`src/rtl/nss_pkg.sv`:
```
package nss_pkg;
  localparam int FIELD_W = 4;
  localparam int TIM_W   = 8 * FIELD_W;
  localparam int WAIT_W  = FIELD_W + 1;

  typedef enum logic [1:0] {
    K_CMD  = 2'b00,
    K_ADDR = 2'b01,
    K_WR   = 2'b10,
    K_RD   = 2'b11
  } kind_e;

  typedef enum logic [2:0] {
    PH_IDLE, PH_SETUP, PH_STROBE, PH_HOLD, PH_WAIT
  } phase_e;

  typedef struct packed {
    logic [FIELD_W-1:0] rdy;
    logic [FIELD_W-1:0] width;
    logic [FIELD_W-1:0] hold;
    logic [FIELD_W-1:0] setup;
  } dir_tim_t;

  function automatic dir_tim_t pick_dir(input logic [TIM_W-1:0] word, input logic is_read);
    return is_read ? dir_tim_t'(word[TIM_W/2-1:0]) : dir_tim_t'(word[TIM_W-1:TIM_W/2]);
  endfunction

  function automatic logic [WAIT_W-1:0] phase_load(input logic [FIELD_W-1:0] v);
    return {1'b0, v};
  endfunction

  function automatic logic [WAIT_W-1:0] wait_load(input logic [FIELD_W-1:0] n);
    return {n, 1'b0} - WAIT_W'(1);
  endfunction
endpackage

```
`src/rtl/nss_cfg_regs.sv`:
```
module nss_cfg_regs
  import nss_pkg::*;
(
  input  logic             clk,
  input  logic             rst_n,
  input  logic             soft_rst,
  input  logic             tim_wr,
  input  logic [TIM_W-1:0] tim_wdata,
  input  logic             cfg_wr,
  input  logic             cfg_ce_force,
  output logic [TIM_W-1:0] tim_q,
  output logic             ce_force_q
);
  always_ff @(posedge clk or negedge rst_n) begin
    if (!rst_n) begin
      tim_q      <= '0;
      ce_force_q <= 1'b0;
    end else if (soft_rst) begin
      tim_q      <= '0;
      ce_force_q <= 1'b0;
    end else begin
      if (tim_wr) tim_q <= tim_wdata;
      if (cfg_wr) ce_force_q <= cfg_ce_force;
    end
  end
endmodule

```
`src/rtl/nss_phase_fsm.sv`:
```
module nss_phase_fsm
  import nss_pkg::*;
(
  input  logic     clk,
  input  logic     rst_n,
  input  logic     soft_rst,
  input  logic     start,
  input  dir_tim_t tim_in,
  output phase_e   phase,
  output logic     phase_last
);
  logic [WAIT_W-1:0] cnt;
  dir_tim_t          tim_s;

  assign phase_last = (cnt == '0);

  always_ff @(posedge clk or negedge rst_n) begin
    if (!rst_n) begin
      phase <= PH_IDLE;
      cnt   <= '0;
      tim_s <= '0;
    end else if (soft_rst) begin
      phase <= PH_IDLE;
      cnt   <= '0;
    end else begin
      case (phase)
        PH_IDLE: if (start) begin
          phase <= PH_SETUP;
          cnt   <= phase_load(tim_in.setup);
          tim_s <= tim_in;
        end
        PH_SETUP: if (phase_last) begin
          phase <= PH_STROBE;
          cnt   <= phase_load(tim_s.width);
        end else cnt <= cnt - 1'b1;
        PH_STROBE: if (phase_last) begin
          phase <= PH_HOLD;
          cnt   <= phase_load(tim_s.hold);
        end else cnt <= cnt - 1'b1;
        PH_HOLD: if (phase_last) begin
          if (tim_s.rdy == '0) phase <= PH_IDLE;
          else begin
            phase <= PH_WAIT;
            cnt   <= wait_load(tim_s.rdy);
          end
        end else cnt <= cnt - 1'b1;
        PH_WAIT: if (phase_last) phase <= PH_IDLE;
                 else cnt <= cnt - 1'b1;
        default: phase <= PH_IDLE;
      endcase
    end
  end
endmodule

```
`src/rtl/nss_pin_drive.sv`:
```
module nss_pin_drive
  import nss_pkg::*;
#(
  parameter int DATA_W = 8
) (
  input  logic              clk,
  input  logic              rst_n,
  input  phase_e            phase,
  input  logic              phase_last,
  input  kind_e             kind,
  input  logic [DATA_W-1:0] data,
  input  logic              ce_force,
  input  logic [DATA_W-1:0] nand_din,
  input  logic              nand_rb,
  output logic              nand_ce_n,
  output logic              nand_cle,
  output logic              nand_ale,
  output logic              nand_we_n,
  output logic              nand_re_n,
  output logic [DATA_W-1:0] nand_dout,
  output logic              nand_dout_en,
  output logic [DATA_W-1:0] rd_data,
  output logic              rd_valid,
  output logic              dev_ready,
  output logic              rd_capture
);
  logic in_access, is_rd, strobing;

  always_comb begin
    in_access    = (phase == PH_SETUP) || (phase == PH_STROBE) || (phase == PH_HOLD);
    is_rd        = (kind == K_RD);
    strobing     = (phase == PH_STROBE);
    nand_ce_n    = !(ce_force || in_access);
    nand_cle     = in_access && (kind == K_CMD);
    nand_ale     = in_access && (kind == K_ADDR);
    nand_we_n    = !(strobing && !is_rd);
    nand_re_n    = !(strobing && is_rd);
    nand_dout_en = in_access && !is_rd;
    nand_dout    = data;
    rd_capture   = strobing && is_rd && phase_last;
  end

  always_ff @(posedge clk or negedge rst_n) begin
    if (!rst_n) begin
      rd_data   <= '0;
      rd_valid  <= 1'b0;
      dev_ready <= 1'b0;
    end else begin
      rd_valid <= rd_capture;
      if (rd_capture) rd_data <= nand_din;
      if (phase == PH_IDLE) dev_ready <= nand_rb;
    end
  end
endmodule

```
`src/rtl/nand_strobe_seq.sv`:
```
module nand_strobe_seq
  import nss_pkg::*;
#(
  parameter int DATA_W = 8
) (
  input  logic              clk,
  input  logic              rst_n,
  input  logic              soft_rst,
  input  logic              tim_wr,
  input  logic [31:0]       tim_wdata,
  input  logic              cfg_wr,
  input  logic              cfg_ce_force,
  input  logic              req_valid,
  input  logic [1:0]        req_kind,
  input  logic [DATA_W-1:0] req_data,
  output logic              busy,
  output logic [DATA_W-1:0] rd_data,
  output logic              rd_valid,
  output logic              dev_ready,
  output logic              nand_ce_n,
  output logic              nand_cle,
  output logic              nand_ale,
  output logic              nand_we_n,
  output logic              nand_re_n,
  output logic [DATA_W-1:0] nand_dout,
  output logic              nand_dout_en,
  input  logic [DATA_W-1:0] nand_din,
  input  logic              nand_rb
);
  logic [TIM_W-1:0]  tim_q;
  logic              ce_force_q;
  phase_e            phase;
  logic              phase_last;
  logic              access_start;
  logic              rd_capture;
  kind_e             kind_q;
  logic [DATA_W-1:0] data_q;
  dir_tim_t          tim_sel;

  assign busy         = (phase != PH_IDLE);
  assign access_start = req_valid && !busy && !soft_rst;
  assign tim_sel      = pick_dir(tim_q, kind_e'(req_kind) == K_RD);

  nss_cfg_regs u_cfg (
    .clk, .rst_n, .soft_rst, .tim_wr, .tim_wdata, .cfg_wr, .cfg_ce_force,
    .tim_q, .ce_force_q
  );

  nss_phase_fsm u_fsm (
    .clk, .rst_n, .soft_rst, .start(access_start), .tim_in(tim_sel),
    .phase, .phase_last
  );

  always_ff @(posedge clk or negedge rst_n) begin
    if (!rst_n) begin
      kind_q <= K_CMD;
      data_q <= '0;
    end else if (access_start) begin
      kind_q <= kind_e'(req_kind);
      data_q <= req_data;
    end
  end

  nss_pin_drive #(.DATA_W(DATA_W)) u_pins (
    .clk, .rst_n, .phase, .phase_last, .kind(kind_q), .data(data_q),
    .ce_force(ce_force_q), .nand_din, .nand_rb,
    .nand_ce_n, .nand_cle, .nand_ale, .nand_we_n, .nand_re_n,
    .nand_dout, .nand_dout_en, .rd_data, .rd_valid, .dev_ready, .rd_capture
  );
endmodule

```
`config.mk`:
```
export PLATFORM = sky130hd
export DESIGN_NAME = nand_strobe_seq
export DESIGN_NICKNAME = d
export VERILOG_FILES = /design/src/rtl/nss_pkg.sv /design/src/rtl/nss_cfg_regs.sv /design/src/rtl/nss_phase_fsm.sv /design/src/rtl/nss_pin_drive.sv /design/src/rtl/nand_strobe_seq.sv
export SDC_FILE = /design/constraint.sdc
export NUM_CORES = 1
export LEC_CHECK = 0
export ABC_AREA = 1
export BUFFER_PORTS_ARGS = -buffer_cell sky130_fd_sc_hd__buf_2
export CAP_MARGIN = 20
export CORE_MARGIN = 2
export CORE_UTILIZATION = 52
export DETAILED_ROUTE_END_ITERATION = 8
export PLACE_DENSITY = 0.78
export REMOVE_ABC_BUFFERS = 1
export SYNTH_ARGS = -nofsm -noshare
export SYNTH_HDL_FRONTEND = slang
export SYNTH_SLANG_ARGS = --single-unit
```
`constraint.sdc`:
```
create_clock -name clk -period 2.2 [get_ports clk]
set_input_delay 0.22 -clock clk [delete_from_list [all_inputs] [get_ports clk]]
set_output_delay 0.22 -clock clk [all_outputs]
set_load 0.1 [all_outputs]
```
# Word-level counts from Yosys, hierarchy flattened
# Cells that the tools add are included.
# word_totals
out_inout_bits,25
word_cells,78
inputBits,58
reg_bits,73
# op_classes
bitwise_logic,1
muxes,21
n_addsub,2
n_eq_ne,14
n_reduce_logical,28
# op_table
operator,count
32-bit 2-to-1 mux,2
5-bit 2-to-1 mux,7
5-bit one-hot mux with 5 select lines,1
3-bit 2-to-1 mux,7
16-bit 2-to-1 mux,1
3-bit one-hot mux with 5 select lines,1
3-bit by 2-bit inequality test with 1-bit output (second input constant),4
5-bit by 1-bit subtractor with 5-bit output (second input constant),2
1-bit logical AND,8
3-bit by 2-bit equality test with 1-bit output (second input constant),2
1-bit zero test,6
3-bit inequality test (second input constant),2
6-bit nonzero test,1
5-bit zero test,1
5-bit AND reduction,1
2-bit equality test (second input constant),2
4-bit zero test,1
4-bit inequality test (second input constant),1
4-bit AND reduction,1
2-bit nonzero test,2
3-bit by 1-bit equality test with 1-bit output (second input constant),1
3-bit equality test (second input constant),1
3-bit zero test,1
1-bit logical OR,3
other kinds (6),7

# Longest topological paths before layout
# logic_depth
word_depth,7
depth_mapped,11

# By module
# A second synthesis with hierarchy kept.
# hier_totals
hier_cells,482
hier_area_um2,3863.7
# by_module_without_submodules
module,n_inst,cells_each,area_each_um2
nss_cfg_regs,1,145,1326.3
nss_phase_fsm,1,166,1257.5
nand_strobe_seq,1,105,744.5
nss_pin_drive,1,66,535.5

# Worst setup path before layout
# OpenSTA, ideal clock, no wires.
# synth_timing
kind,reg-to-output
from,reg u_fsm.phase[1]
to,out nand_ale
arrival_ns,2.905
stages_incl_launch_ff,6
required_time_ns,1.980
slack_ns,-0.925
cell_sequence,dfrtp_1 buf_6 nor2_1 nor2_1 inv_1 nor3_1
# synth_via
elab_chain_cells,4
word_cells_on_any_way,6
classes_between,eq/ne: 3; reduce/logical: 3
# synth_rtl
element,line_no,text
start: declaration,nss_phase_fsm.sv:9,"output phase_e phase,"
start signal: assignment,nss_phase_fsm.sv:19,phase <= PH_IDLE;
start signal: assignment,nss_phase_fsm.sv:23,phase <= PH_IDLE;
start signal: assignment,nss_phase_fsm.sv:28,phase <= PH_SETUP;
3-bit by 1-bit equality test with 1-bit output or 3-bit by 2-bit equality test with 1-bit output (tied branches),nss_pin_drive.sv:30,in_access = (phase == PH_SETUP) || (phase == PH_STROBE) || (phase == PH_HOLD);
1-bit logical OR,nss_pin_drive.sv:30,
1-bit logical OR *,nss_pin_drive.sv:30,
1-bit logical AND *,nss_pin_drive.sv:35,nand_ale = in_access && (kind == K_ADDR);
end: declaration,nand_strobe_seq.sv:22,"output logic nand_ale,"
# Every way passes the cells marked *; elsewhere a longest branch is shown, timed or not.

# Worst setup path after layout
# layout_timing
from,reg u_fsm.phase[0]
to,out nand_ale
# Same word-level chain as after synthesis.

==> results.md <==
- Status: complete, but fails checks
- Failing checks: negative hold slack
- WHS: -0.00283 ns
- Req. time, crit path: about 2 ns
- Synth Warn #: 0
- Leakage power: between 2 and 2.5 nW
- DP HPWL: 5090 µm
- Fin nets: approximately 540
- Routed length on met3: ~420 µm
- Net Sw Frac: between 50% and 60%
- Drt first pass iters: 4
- Max-Slew Margin vs Limit: between 30% and 40%
- FF-to-FF setup slack: around 0.48 ns
- Clk buf depth: 2
- CP endpoint kind: output pin
- RSZ-0062 raised after global routing: no
- Max FO, Critical Path: 7
- Synth top area share: 51.5%
- DR vias: around 3000
- Cell variety after synth: 31
- Largest net degree at the start of global routing: 74
- PwrDens: 1520 mW/mm²
- Highest clock rate: around 490 MHz
- Period utilization: just over 90%
- First-pass GRT wire length: 12400 µm
- Routed len/inst: 13.1 µm
- Worst Path Arrival: about 1.8 ns
- Post-synth top area cell: dfrtp_1
- Share of flip-flops with an asynchronous set or reset: 100%
- Commonest cells in the netlist: 76 x nand2_1, 73 x dfrtp_1, 59 x inv_1
- Clock group share of total power: 16.1%
- Max-slew violation count: 0
- Post-layout min period: around 2 ns
- Iter 0 DRT Violations: 210
- Antenna diode count: 0
- Final setup violation count: 0
- Share of layout cells above drive strength 1: 27.0%
- CTS Buf Count: 9
- Ranking of synthesized cells by area: dfrtp_1 51%, nand2_1 8.0%, o21ai_0 7.5%, nand3_1 6.6%, inv_1 6.2%
- Number of enable flip-flop cells after synthesis: 0
- Maximum VDD drop: around 1.2 mV
- Global placer's final weighted congestion: 0.823
- Clk_lat worst skew: between 0.3 and 0.4 ns
- Core area: between 0.006 and 0.007 mm²
- Post-Synthesis Cells: about 400
- Total gr overflow: 0
- CTS tree: done
- Int Power: 3.04 mW
- Clock slew at reported path FFs: approximately 0.070 ns
- Critical Path Source Type: register
- Syn Std Cell Area: 0.00355 mm²
- Rows: 30
- # fillers: approximately 590
- Postcts setup bufs: 0
- Die width: 86.6 µm
- Total track usage: a little over a fifth
- Root buffer cell: clkbuf_8
- Vias/cell: ~5.2
- Clock skew: 0.00890 ns
- H-tree levels: 3
- Synth-to-Final Area Change: 18.4%
- Final setup margin: 0.175 ns
- Final Hold Fails: 1
- Top Ports: 83
- Worst Hold Class: primary input to asynchronous set/reset pin
- Class of the most critical setup path: register to output pin
- Remaining DRCs: 0
- Initial antenna violation count: 0
- Max layer used: met4
- Yosys reg bits: 73
- CP max-delay cell: dfrtp_1
- Actual slew at the worst max-slew pin: between 0.9 and 1 ns
- CTS sink cnt: 73
- CP peak stage delay: around 0.45 ns
- NetSw: between 3 and 4 mW
- Setup WS pre-CTS: approximately 0.28 ns
- Routed WL: about 7400 µm
- Metal1 wirelength: about 3300 µm
- Final ANT Viol Nets: 0
- Maxcap violations: 0
- Cells along the critical path: nor2_1 > nor2_2 > inv_1 > nor3_1 > buf_6
- Mean Syn Cell Area: between 8 and 9 µm²
- Hold buffer count at CTS: 0
- Synth Flop Type: dfrtp_1
- Reg power frac: between 30% and 40%
- Logic gate share of total power: a little over half
- IO buf count: between 80 and 90
- Top-count cell post-synth: nand2_1
- Die ar.: between 0.007 and 0.008 mm²
- Die Height: 86.6 µm
- Met2 routed WL: 3570 µm
- Initial core utilization: a little over half
- Post-synthesis sequential area ratio: 51.5%
- Vias in the first global route: ~2800
- Final Power: about 6.4 mW
[final timing paths]
kind | from | depth (start not counted) | to
worst max-delay path | u_fsm.phase[0] | 5 | nand_ale
worst min-delay path | rst_n | 1 | data_q[4]
worst max register to register | u_fsm.cnt[0] | 9 | u_fsm.cnt[2]
worst min register to register | data_q[7] | 1 | data_q[7]
max in group asynchronous | rst_n | 1 | u_fsm.phase[1]
min in group clk | cfg_wr | 2 | u_cfg.ce_force_q
[worst max-delay path, delay by kind of cell (launching register included)]
kind / cells / cell delay (ns)
buffers and inverters: 2 / 0.43
AND/OR/NAND/NOR: 3 / 0.58
flip-flops: 1 / 0.45
[final cells by class]
| type | count | area (µm²) | share of cell area [%] |
|---|---|---|---|
| repair buffers | 87 | 462 | 11.0 |
| well taps | 80 | 100 | 2.38 |
| clock buffers | 13 | 149 | 3.54 |
| clock inverters | 3 | 40.0 | 0.953 |
| inverters | 63 | 236 | 5.63 |
| multi-input cells | 247 | 1390 | 33.0 |
| flip-flops and latches | 73 | 1830 | 43.5 |
[per-stage QoR]
step	util (%)	hold WS, ns	setup TNS [ns]	area, µm²	std cells
2_1_floorplan	-	-0.0756	-2.18	3450	383
3_3_place_gp	59.8	0.399	0	4000	550
3_5_place_dp	59.8	0.410	0	4000	550
4_1_cts	62.8	0.0451	0	4190	566
5_1_grt	62.9	0.0760	0	4200	566
6_report	62.9	-0.00283	0	4200	566
[registers in the layout, summed over array words and instances (netlist names)]
name	flops
u_fsm.tim_s	12
u_pins.rd_data	8
u_cfg.tim_q	32
u_fsm.cnt	5
u_pins.dev_ready	1
u_fsm.phase	3
u_cfg.ce_force_q	1
u_pins.rd_valid	1
kind_q	2
data_q	8
[kinds of logic after synthesis]
kind of cell | count (synthesis) | synth area share, %
simple gates | 148 | 19.6
buf+inv | 81 | 9.52
compound gates | 78 | 12.8
xor+xnor | 2 | 0.494
fa+ha+maj | 2 | 0.705
flops | 73 | 51.5
mux | 17 | 5.40
[layer usage]
layer | vias up | GRT usage [%]
met5 | - | 0
li1 | 1459 | -
met4 | 0 | 6.96
met3 | 6 | 4.48
met2 | 80 | 34.0
met1 | 1403 | 28.2
[placed cells by master (no fill, tap or decap), types with 4 or more instances in the layout]
cell	n
a21oi_1	5
buf_2	78
buf_4	8
clkbuf_8	10
dfrtp_1	72
inv_1	59
inv_2	4
mux2_1	4
mux2_2	13
nand2_1	76
nand3_1	47
nor2_1	9
o211ai_1	12
o21ai_0	53
[power groups by stage]
| stage | sequential (mW) | clock (mW) | combinational [mW] |
|---|---|---|---|
| 2_1_floorplan | 2.98 | 0 | 1.72 |
| 3_5_place_dp | 1.93 | 0 | 3.41 |
| 3_3_place_gp | 1.91 | 0 | 3.35 |
| 5_1_grt | 1.95 | 1.09 | 3.70 |
| 6_report | 1.91 | 1.02 | 3.43 |
| 4_1_cts | 1.91 | 1.04 | 3.44 |
[timing repair]
action | CTS | global route
endpoints found under the hold margin | 0 | 0
gates resized for setup | 3 | 3
pin swaps | 0 | 0
setup endpoints to repair | 3 | 3
(Power assumes the default switching activity.)
